<file path="config.mk">
export PLATFORM = sky130hd
export DESIGN_NAME = dbg_cmd_responder
export DESIGN_NICKNAME = d
export VERILOG_FILES = /design/src/rtl/dbgr_pkg.sv /design/src/rtl/dbgr_cmd_parse.sv /design/src/rtl/dbgr_port_seq.sv /design/src/rtl/dbgr_reply_tx.sv /design/src/rtl/dbg_cmd_responder.sv
export SDC_FILE = /design/constraint.sdc
export NUM_CORES = 1
export LEC_CHECK = 0
export BUFFER_PORTS_ARGS = -buffer_cell sky130_fd_sc_hd__buf_2
export CORE_UTILIZATION = 56
export CTS_CLUSTER_SIZE = 12
export DETAILED_ROUTE_END_ITERATION = 12
export PLACE_DENSITY = 0.82
export SETUP_SLACK_MARGIN = 0.5
export SYNTH_ARGS = -nofsm -noshare
export SYNTH_HDL_FRONTEND = slang
export SYNTH_HIERARCHICAL = 1
export SYNTH_SLANG_ARGS = --single-unit
</file>
<file path="constraint.sdc">
create_clock -name clk -period 5.4 [get_ports clk]
set_input_delay 1.08 -clock clk [delete_from_list [all_inputs] [get_ports clk]]
set_output_delay 1.08 -clock clk [all_outputs]
set_load 0.1 [all_outputs]
</file>
<file path="src/rtl/dbgr_pkg.sv">
package dbgr_pkg;

   localparam int ARG_BYTES = 4;
   localparam int RPL_BYTES = 4;
   localparam int RD_W      = 24;
   localparam int WD_W      = 32;

   // host opcodes
   localparam logic [7:0] OPC_RDREG  = 8'hA0;
   localparam logic [7:0] OPC_WR1    = 8'hA1;
   localparam logic [7:0] OPC_WR4    = 8'hA2;
   localparam logic [7:0] OPC_RSTALL = 8'hA3;
   localparam logic [7:0] OPC_RSTTGT = 8'hA4;
   localparam logic [7:0] OPC_HALT   = 8'hA5;
   localparam logic [7:0] OPC_FREE   = 8'hA6;
   localparam logic [7:0] OPC_STAT   = 8'hA7;
   localparam logic [7:0] OPC_RSTCTL = 8'hA9;
   localparam logic [7:0] OPC_PING   = 8'hAC;
   localparam logic [7:0] OPC_LEVEL  = 8'hAD;

   // reply codes
   localparam logic [7:0] RPL_WR_OK  = 8'hD1;
   localparam logic [7:0] RPL_FAIL   = 8'hD2;
   localparam logic [7:0] RPL_DEAD   = 8'hD3;
   localparam logic [7:0] RPL_FREED  = 8'hD4;
   localparam logic [7:0] RPL_HALTED = 8'hD5;
   localparam logic [7:0] RPL_ALIVE  = 8'hD6;
   localparam logic [7:0] RPL_DATA   = 8'hD7;

   typedef enum logic [2:0] {
      DP_RDREG = 3'd0,
      DP_WR1   = 3'd1,
      DP_WR4   = 3'd2,
      DP_HALT  = 3'd3,
      DP_FREE  = 3'd4,
      DP_STAT  = 3'd5
   } dp_op_e;

   function automatic logic [2:0] arg_count(input logic [7:0] opc);
      case (opc)
         OPC_RDREG, OPC_WR1: return 3'd1;
         OPC_WR4:            return 3'd4;
         default:            return 3'd0;
      endcase
   endfunction

   function automatic logic is_known(input logic [7:0] opc);
      case (opc)
         OPC_RDREG, OPC_WR1, OPC_WR4, OPC_RSTALL, OPC_RSTTGT, OPC_HALT,
         OPC_FREE, OPC_STAT, OPC_RSTCTL, OPC_PING, OPC_LEVEL: return 1'b1;
         default: return 1'b0;
      endcase
   endfunction

endpackage

</file>
<file path="src/rtl/dbgr_cmd_parse.sv">
module dbgr_cmd_parse
   import dbgr_pkg::*;
#(
   parameter int ARG_MAX = ARG_BYTES
) (
   input  logic                   clk,
   input  logic                   rst_n,
   input  logic                   rx_valid,
   input  logic [7:0]             rx_data,
   input  logic                   busy,
   output logic                   cmd_valid,
   output logic [7:0]             cmd_opc,
   output logic [8*ARG_MAX-1:0]   cmd_args
);

   localparam int CNT_W = $clog2(ARG_MAX + 1);

   generate
      if (ARG_MAX < 4) begin : g_bad_args
         $error("dbgr_cmd_parse: ARG_MAX must hold the longest argument list");
      end
   endgenerate

   logic             collecting;
   logic [CNT_W-1:0] remain;
   logic             take;

   assign take = rx_valid && !busy;

   always_ff @(posedge clk or negedge rst_n) begin
      if (!rst_n) begin
         collecting <= 1'b0;
         remain     <= '0;
         cmd_valid  <= 1'b0;
         cmd_opc    <= '0;
         cmd_args   <= '0;
      end else begin
         cmd_valid <= 1'b0;
         if (take) begin
            if (!collecting) begin
               if (is_known(rx_data)) begin
                  cmd_opc  <= rx_data;
                  cmd_args <= '0;
                  if (arg_count(rx_data) == 3'd0) begin
                     cmd_valid <= 1'b1;
                  end else begin
                     collecting <= 1'b1;
                     remain     <= CNT_W'(arg_count(rx_data));
                  end
               end
            end else begin
               cmd_args <= {cmd_args[8*ARG_MAX-9:0], rx_data};
               remain   <= remain - 1'b1;
               if (remain == CNT_W'(1)) begin
                  collecting <= 1'b0;
                  cmd_valid  <= 1'b1;
               end
            end
         end
      end
   end


   foreign_drop_chk: assert property (@(posedge clk) disable iff (!rst_n)
      (take && !collecting && !is_known(rx_data)) |=> (!cmd_valid && !collecting));


   single_issue_chk: assert property (@(posedge clk) disable iff (!rst_n)
      cmd_valid |=> !cmd_valid);

endmodule

</file>
<file path="src/rtl/dbgr_port_seq.sv">
module dbgr_port_seq
   import dbgr_pkg::*;
#(
   parameter int TO_W  = 16,
   parameter int WDW   = WD_W,
   parameter int RDW   = RD_W
) (
   input  logic            clk,
   input  logic            rst_n,
   input  logic            start,
   input  dp_op_e          op,
   input  logic [WDW-1:0]  wdata,
   input  logic [TO_W-1:0] to_limit,
   input  logic            dp_ack,
   input  logic [RDW-1:0]  dp_rdata,
   output logic            dp_req,
   output dp_op_e          dp_op,
   output logic [WDW-1:0]  dp_wdata,
   output logic            done,
   output logic            ok,
   output logic [RDW-1:0]  rdata
);

   generate
      if (TO_W < 1 || TO_W > 32) begin : g_bad_to
         $error("dbgr_port_seq: TO_W out of range");
      end
   endgenerate

   logic [TO_W-1:0] wait_cnt;
   logic [TO_W-1:0] lim_eff;
   logic            window_end;

   assign lim_eff    = (to_limit == '0) ? TO_W'(1) : to_limit;
   assign window_end = ({1'b0, wait_cnt} + 1'b1) >= {1'b0, lim_eff};

   always_ff @(posedge clk or negedge rst_n) begin
      if (!rst_n) begin
         dp_req   <= 1'b0;
         dp_op    <= DP_RDREG;
         dp_wdata <= '0;
         wait_cnt <= '0;
         done     <= 1'b0;
         ok       <= 1'b0;
         rdata    <= '0;
      end else begin
         done <= 1'b0;
         if (start) begin
            dp_req   <= 1'b1;
            dp_op    <= op;
            dp_wdata <= wdata;
            wait_cnt <= '0;
         end else if (dp_req) begin
            if (dp_ack) begin
               dp_req <= 1'b0;
               done   <= 1'b1;
               ok     <= 1'b1;
               rdata  <= dp_rdata;
            end else if (window_end) begin
               dp_req <= 1'b0;
               done   <= 1'b1;
               ok     <= 1'b0;
            end else begin
               wait_cnt <= wait_cnt + 1'b1;
            end
         end
      end
   end


   wait_window_chk: assert property (@(posedge clk) disable iff (!rst_n)
      dp_req |-> (wait_cnt < lim_eff));


   req_hold_chk: assert property (@(posedge clk) disable iff (!rst_n)
      (dp_req && $past(dp_req)) |-> ($stable(dp_op) && $stable(dp_wdata)));

endmodule

</file>
<file path="src/rtl/dbgr_reply_tx.sv">
module dbgr_reply_tx
   import dbgr_pkg::*;
#(
   parameter int MAXB = RPL_BYTES
) (
   input  logic                 clk,
   input  logic                 rst_n,
   input  logic                 load,
   input  logic [2:0]           load_n,
   input  logic [8*MAXB-1:0]    load_bytes,
   input  logic                 tx_ready,
   output logic                 tx_valid,
   output logic [7:0]           tx_data,
   output logic                 busy
);

   generate
      if (MAXB < 2 || MAXB > 7) begin : g_bad_len
         $error("dbgr_reply_tx: MAXB must fit the 3-bit length");
      end
   endgenerate

   logic [8*MAXB-1:0] shreg;
   logic [2:0]        left;

   assign tx_valid = (left != 3'd0);
   assign tx_data  = shreg[8*MAXB-1 -: 8];
   assign busy     = tx_valid;

   always_ff @(posedge clk or negedge rst_n) begin
      if (!rst_n) begin
         shreg <= '0;
         left  <= 3'd0;
      end else if (load) begin
         shreg <= load_bytes;
         left  <= load_n;
      end else if (tx_valid && tx_ready) begin
         shreg <= {shreg[8*MAXB-9:0], 8'h00};
         left  <= left - 3'd1;
      end
   end


   hold_byte_chk: assert property (@(posedge clk) disable iff (!rst_n)
      (tx_valid && !tx_ready) |=> (tx_valid && $stable(tx_data)));


   load_when_idle_chk: assert property (@(posedge clk) disable iff (!rst_n)
      load |-> !busy);

endmodule

</file>
<file path="src/rtl/dbg_cmd_responder.sv">
module dbg_cmd_responder
   import dbgr_pkg::*;
#(
   parameter int         TO_W       = 16,
   parameter logic [7:0] CODE_LEVEL = 8'h01
) (
   input  logic            clk,
   input  logic            rst_n,
   input  logic [7:0]      rx_data,
   input  logic            rx_valid,
   output logic            rx_ready,
   output logic [7:0]      tx_data,
   output logic            tx_valid,
   input  logic            tx_ready,
   input  logic [TO_W-1:0] to_limit,
   output logic            dp_req,
   output logic [2:0]      dp_op,
   output logic [31:0]     dp_wdata,
   input  logic [23:0]     dp_rdata,
   input  logic            dp_ack,
   output logic            rst_ctrl_o,
   output logic            rst_tgt_o
);

   logic                    cmd_valid;
   logic [7:0]              cmd_opc;
   logic [8*ARG_BYTES-1:0]  cmd_args;
   logic                    busy;
   logic                    waiting;
   logic [7:0]              pend_opc;

   logic                    sq_start;
   dp_op_e                  sq_op;
   logic [WD_W-1:0]         sq_wdata;
   dp_op_e                  sq_dp_op;
   logic                    sq_done;
   logic                    sq_ok;
   logic [RD_W-1:0]         sq_rdata;

   logic                    rp_load;
   logic [2:0]              rp_n;
   logic [8*RPL_BYTES-1:0]  rp_bytes;
   logic                    rp_busy;

   assign rx_ready = 1'b1;
   assign busy     = cmd_valid || waiting || rp_busy;
   assign dp_op    = sq_dp_op;

   dbgr_cmd_parse #(.ARG_MAX(ARG_BYTES)) i_parse (
      .clk(clk), .rst_n(rst_n), .rx_valid(rx_valid), .rx_data(rx_data),
      .busy(busy), .cmd_valid(cmd_valid), .cmd_opc(cmd_opc), .cmd_args(cmd_args)
   );

   dbgr_port_seq #(.TO_W(TO_W), .WDW(WD_W), .RDW(RD_W)) i_seq (
      .clk(clk), .rst_n(rst_n), .start(sq_start), .op(sq_op), .wdata(sq_wdata),
      .to_limit(to_limit), .dp_ack(dp_ack), .dp_rdata(dp_rdata),
      .dp_req(dp_req), .dp_op(sq_dp_op), .dp_wdata(dp_wdata),
      .done(sq_done), .ok(sq_ok), .rdata(sq_rdata)
   );

   dbgr_reply_tx #(.MAXB(RPL_BYTES)) i_reply (
      .clk(clk), .rst_n(rst_n), .load(rp_load), .load_n(rp_n),
      .load_bytes(rp_bytes), .tx_ready(tx_ready), .tx_valid(tx_valid),
      .tx_data(tx_data), .busy(rp_busy)
   );

   // dispatch of new commands and of finished debug-port requests
   always_comb begin
      sq_start = 1'b0;
      sq_op    = DP_RDREG;
      sq_wdata = '0;
      rp_load  = 1'b0;
      rp_n     = 3'd0;
      rp_bytes = '0;
      if (cmd_valid) begin
         case (cmd_opc)
            OPC_RDREG: begin sq_start = 1'b1; sq_op = DP_RDREG; sq_wdata = {24'h0, cmd_args[7:0]}; end
            OPC_WR1:   begin sq_start = 1'b1; sq_op = DP_WR1;   sq_wdata = {24'h0, cmd_args[7:0]}; end
            OPC_WR4:   begin sq_start = 1'b1; sq_op = DP_WR4;   sq_wdata = cmd_args; end
            OPC_HALT:  begin sq_start = 1'b1; sq_op = DP_HALT;  end
            OPC_FREE:  begin sq_start = 1'b1; sq_op = DP_FREE;  end
            OPC_STAT:  begin sq_start = 1'b1; sq_op = DP_STAT;  end
            OPC_PING:  begin rp_load = 1'b1; rp_n = 3'd1; rp_bytes = {RPL_ALIVE, 24'h0}; end
            OPC_LEVEL: begin rp_load = 1'b1; rp_n = 3'd1; rp_bytes = {CODE_LEVEL, 24'h0}; end
            default: ;
         endcase
      end else if (sq_done) begin
         rp_load = 1'b1;
         rp_n    = 3'd1;
         case (pend_opc)
            OPC_RDREG: if (sq_ok) begin rp_n = 3'd4; rp_bytes = {RPL_DATA, sq_rdata}; end
                       else rp_bytes = {RPL_FAIL, 24'h0};
            OPC_STAT:  if (sq_ok) begin rp_n = 3'd2; rp_bytes = {RPL_DATA, sq_rdata[7:0], 16'h0}; end
                       else rp_bytes = {RPL_FAIL, 24'h0};
            OPC_HALT:  rp_bytes = {(sq_ok ? RPL_HALTED : RPL_DEAD), 24'h0};
            OPC_FREE:  rp_bytes = {RPL_FREED, 24'h0};
            default:   rp_bytes = {(sq_ok ? RPL_WR_OK : RPL_FAIL), 24'h0};
         endcase
      end
   end

   always_ff @(posedge clk or negedge rst_n) begin
      if (!rst_n) begin
         waiting    <= 1'b0;
         pend_opc   <= '0;
         rst_ctrl_o <= 1'b0;
         rst_tgt_o  <= 1'b0;
      end else begin
         if (sq_start) begin
            waiting  <= 1'b1;
            pend_opc <= cmd_opc;
         end else if (sq_done) begin
            waiting <= 1'b0;
         end
         rst_ctrl_o <= cmd_valid && (cmd_opc == OPC_RSTALL || cmd_opc == OPC_RSTCTL);
         rst_tgt_o  <= cmd_valid && (cmd_opc == OPC_RSTALL || cmd_opc == OPC_RSTTGT);
      end
   end


   tgt_pulse_chk: assert property (@(posedge clk) disable iff (!rst_n)
      rst_tgt_o |=> !rst_tgt_o);


   ctrl_pulse_chk: assert property (@(posedge clk) disable iff (!rst_n)
      rst_ctrl_o |=> !rst_ctrl_o);


   no_reply_in_flight_chk: assert property (@(posedge clk) disable iff (!rst_n)
      dp_req |-> !tx_valid);

endmodule

</file>
# == Word level (Yosys, flattened, before mapping) ==
# Cells that the tools add are included.
# word_totals
in_bits,53
reg_bits,169
elab_cells,148
# classes
order_cmp,1
muxes,65
bitwise_logic,2
addsub,4
n_reduce_logical,28
n_eq_ne,30
# ops
operator,n
$mux 32,7
$eq 8x8->1 const B,26
$pmux 32 s2,2
$pmux 32 s4,1
$mux 16,5
$mux 27,2
$mux 3,13
$mux 1,30
$add 16x1->17 const B,1
$ge 17x16->1,1
$add 16x1->16 const B,1
$logic_not 16->1,1
$pmux 3 s5,1
$reduce_and 3->1,5
$pmux 3 s2,2
$reduce_or 11->1,1
$reduce_bool 2->1,5
$ne 2x1->1 const B,3
$reduce_or 2->1,3
$reduce_or 6->1,1
$sub 3x1->3 const B,2
$logic_and 1x1->1,4
$logic_or 1x1->1,4
$mux 2,2
6 further kinds,7

# == Depth between registers and ports, before layout ==
# depth
word_depth,13
ltp_mapped,14
ltp_nobuf,13

# == Cells and area by module ==
# Netlist, hierarchy kept.
# by_module_without_submodules
module,area_per_inst_um2,cells_per_inst,n_inst,seq_area_each_um2
dbgr_port_seq,3704.8,305,1,1951.9
dbgr_reply_tx,1828.0,170,1,875.8
dbgr_cmd_parse,1767.9,128,1,1126.1
dbg_cmd_responder,1288.7,163,1,275.3

# == Least setup slack after synthesis ==
# No wires, ideal clock.
# synth_path
path_type,input port to flip-flop
startpoint,input port to_limit[8]
endpoint,register i_seq.wait_cnt[11]
cell_stages,9
setup_time_ps,78
t_arrival_ps,2834
n_path_buf,1
required_ps,5322
setup_slack_ps,2488
path_cell_list,nor4_1 -> a41o_1 -> ha_1 -> and3_1 -> o21ai_0 -> nand4_2 -> clkbuf_2 -> or3_1 -> a21oi_1
# synth_via
elab_chain_cells,5
# synth_lines
element,line_no,text
start: declaration,dbg_cmd_responder.sv:15,"input logic [TO_W-1:0] to_limit,"
$logic_not 16->1,dbgr_port_seq.sv:34,assign lim_eff = (to_limit == '0) ? TO_W'(1) : to_limit;
$mux 16 *,dbgr_port_seq.sv:34,
$ge 17x16->1 *,dbgr_port_seq.sv:35,"assign window_end = ({1'b0, wait_cnt} + 1'b1) >= {1'b0, lim_eff};"
$ne 2x1->1 (no line) *,-,
$reduce_and 3->1 (no line) *,-,
end signal: assignment,dbgr_port_seq.sv:64,wait_cnt <= wait_cnt + 1'b1;
end: declaration,dbgr_port_seq.sv:30,logic [TO_W-1:0] wait_cnt;
# Every way passes the cells marked *; elsewhere a longest branch is shown, timed or not.
# A chain may end at the register's enable or synchronous reset.

# == Final worst setup path ==
# layout_path
startpoint,register i_seq.wait_cnt[0]
endpoint,register i_seq.wait_cnt[15]
# layout_via
elab_chain_cells,5
# layout_lines
element
branches (longest 5 deep; another with $add 16x1->17)
# Parallel ways; which one is timed is not known. The select of a mux whose other input is x is not followed.

==> results.md <==
* CP Max Fanout at 31
* Top-count cell post-synth: dfrtp_1
* Post-Route WL at between 15000 and 20000 um
* Post-Synthesis Cells at ~770
* Num CTS Buffers at 17
* GP Congestion at approximately 0.8
* Clock slew at reported path FFs at ~0.060 ns
* Post-CTS Setup Bufs at 0
* Final min period at ~3.6 ns
* HP Class: reg -> reg
* WP buf/inv at 0
* Drt wl/cell at around 17 um
* Synth area leader: dfrtp_1
* I/O pin cnt at between 100 and 150
* Final instance area at just under 10000 um^2
* Ant diodes at 0
* Cell Area, Synth at around 8600 um^2
* Port bufs at 99
* # rows at 44
* Via density at around 5.8
* CP Data Arrival Time at between 3 and 4 ns
* Post-synthesis sequential area ratio at slightly below 50%
* Tot GR Track Use at between 20% and 30%
* Initial antenna violation count at 0
* Max IR drop VDD at roughly 0.00022 V
* DR pass1 iterations at 5
* CP cell instances: ha_1, and3_4, nand3_1, xnor2_1, ha_1, and4_1, and3_1, o21ai_0, nand4_2, or4_1, a21oi_1
* Total negative slack at 0 ns
* First-pass GRT wire length at ~30000 um
* Final nets at roughly 900
* Leakage at 0.00476 uW
* Clock tree buffer depth at 2
* Critical path type: reg -> reg
* Detailed placement HPWL at 11600 um
* Actual slew at the worst max-slew pin at roughly 1.0 ns
* CP endpoint kind: flip-flop
* Power Density at around 310 nW/um^2
* YS warnings at 6
* CTS H-tree depth at 4
* Hold Vio Cnt, Final at 0
* Vias in the first global route at 6059
* TritonCTS Sinks at roughly 170
* Most used cell along the critical path: ha_1
* CP max stage cell: or4_1
* Outcome: finished clean
* Delay-heaviest family, CP: simple AND/OR/NAND/NOR gates
* Setup violators final at 0
* CTS Hold Buffers Added at 0
* RSZ-0062 raised after global routing: false
* Fraction of layout cells with a size suffix above 1 at 27.6%
* Async SR Flop Fraction at 100%
* Clock Skew at 0.00961 ns
* Total global routing overflow at 0
* Pin count of the biggest net entering global routing at 84
* Max incr delay on CP at roughly 0.60 ns
* Clock root cell: clkbuf_16
* Post-synth top area share at 49.2%
* Initial core utilization at between 50% and 60%
* Max-slew violation count at 0
* #FFs+latches synth at roughly 170
* Max Freq at 275 MHz
* Final Power at 2940 uW
* Mean Syn Cell Area at between 10 and 15 um^2
* Core area at roughly 15000 um^2
* Rel. slew slack at a little under a third
* CTS tree: done
* Top cells by area, synth: dfrtp_1 (49%), mux2_2 (8.3%), a22o_1 (3.9%)
* Die Y at roughly 130 um
* DRT antenna net count at 0
* Post-CTS Resized at 0
* Worst-Skew Late Latency at about 0.42 ns
* Drt initial violations at 430
* Startpoint Class: flip-flop
* Unique masters post-synth at 76
* Post-synth top cells: dfrtp_1 (169), mux2_2 (63), and2_1 (49)
* Hold Worst Slack at around 0.48 ns
* Max-cap violations at 0
* Via count at just over 6000
* Drc violations at 0
* Period utilisation layout at around 67%
* DIE WIDTH at between 100 and 150 um
* P&R area growth vs syn at 12.1%
* CP required at around 5.7 ns
* Area after DPL at between 9000 and 10000 um^2
* Post-synth top flop: dfrtp_1
* Dpl ws at 1.64 ns
* Die Area at 15800 um^2
* Min setup slack post-route at 1.76 ns
* EDFF count, synth at 0
==> per-stage QoR <==
step	util, %	cells
2_1_floorplan	-	767
3_3_place_gp	61.4	1003
3_5_place_dp	61.4	1003
4_1_cts	65.3	1035
5_1_grt	65.3	1035
6_report	65.3	1035
==> cell families after synthesis <==
kind of cell,after synthesis,synth area share (%)
flops,169,49.2
buf+inv,89,5.27
xor+xnor,17,1.73
fa+ha+maj,21,3.06
compound gates,170,14.6
simple gates,230,17.1
mux,68,8.90
other cells,2,0.0874
==> state kept, by name, indices dropped and copies added, names as in the netlist <==
name / cells
i_parse/cmd_args: 32
i_reply/shreg: 32
i_seq/dp_wdata: 32
i_seq/rdata: 24
i_seq/wait_cnt: 16
i_parse/cmd_opc: 8
pend_opc: 8
i_parse/remain: 3
i_reply/left: 3
i_seq/dp_op: 3
i_parse/cmd_valid: 1
i_parse/collecting: 1
i_seq/done: 1
i_seq/dp_req: 1
i_seq/ok: 1
rst_ctrl_o: 1
rst_tgt_o: 1
waiting: 1
==> layout make-up <==
| class | instances | area, um^2 |
|---|---|---|
| clock inverters | 9 | 90.1 |
| flip-flops and latches | 169 | 4230 |
| clock buffers | 23 | 478 |
| inverters | 36 | 140 |
| repair buffers | 105 | 547 |
| multi-input cells | 509 | 3920 |
| well taps | 184 | 230 |
| fillers | 1156 | 5120 |
==> power by group <==
part / switching, uW / leakage, uW / internal, uW / total [uW]
clock network: 490 / 0.000274 / 674 / 1160
registers: 73.9 / 0.00229 / 1330 / 1400
logic: 238 / 0.00220 / 137 / 375
==> layer usage <==
metal  up-vias  track usage (%)  part of all wire, %
met3        20             4.63                  3.3
met5         -                0                    0
met1      3010             30.7                   44
li1       2890                -                    -
met2       121             40.4                   51
met4         0             8.15                  1.3
==> worst reg2reg max path, delay by kind of cell (launching register included) <==
family	cells	cell delay [ns]
AOI/OAI and AO/OA	2	0.43
xor gates and xnor gates	1	0.16
adders and majority gates	2	0.60
DFF	1	0.45
and+or+nand+nor	6	1.91
==> placed cells by master (no fill, tap or decap), drive strengths merged, types with 5 or more instances in the layout <==
cell / instances
a22oi: 9
mux2: 64
or3: 15
dfrtp: 169
xnor2: 14
nand2b: 18
o21ai: 33
nand4: 7
buf: 105
nor2b: 29
nor2: 29
and3: 7
and2: 52
a22o: 38
nand2: 22
nand3: 11
inv: 37
a21oi: 37
ha: 21
a221o: 23
clkinv: 5
nor3: 16
clkbuf: 23
==> final timing paths <==
path / end / startpoint / cells past startpoint / slack [ns]
worst min-delay path: waiting / i_seq/done / 1 / 0.48
min in group asynchronous: rst_ctrl_o / rst_n / 1 / 0.73
max in group asynchronous: i_seq/rdata[22] / rst_n / 2 / 3.61
worst max register to register: i_seq/wait_cnt[15] / i_seq/wait_cnt[0] / 11 / 1.76
worst min register to register: waiting / i_seq/done / 1 / 0.48
worst max-delay path: i_seq/wait_cnt[15] / i_seq/wait_cnt[0] / 11 / 1.76
No activity file was read; power rests on OpenSTA's default activity.
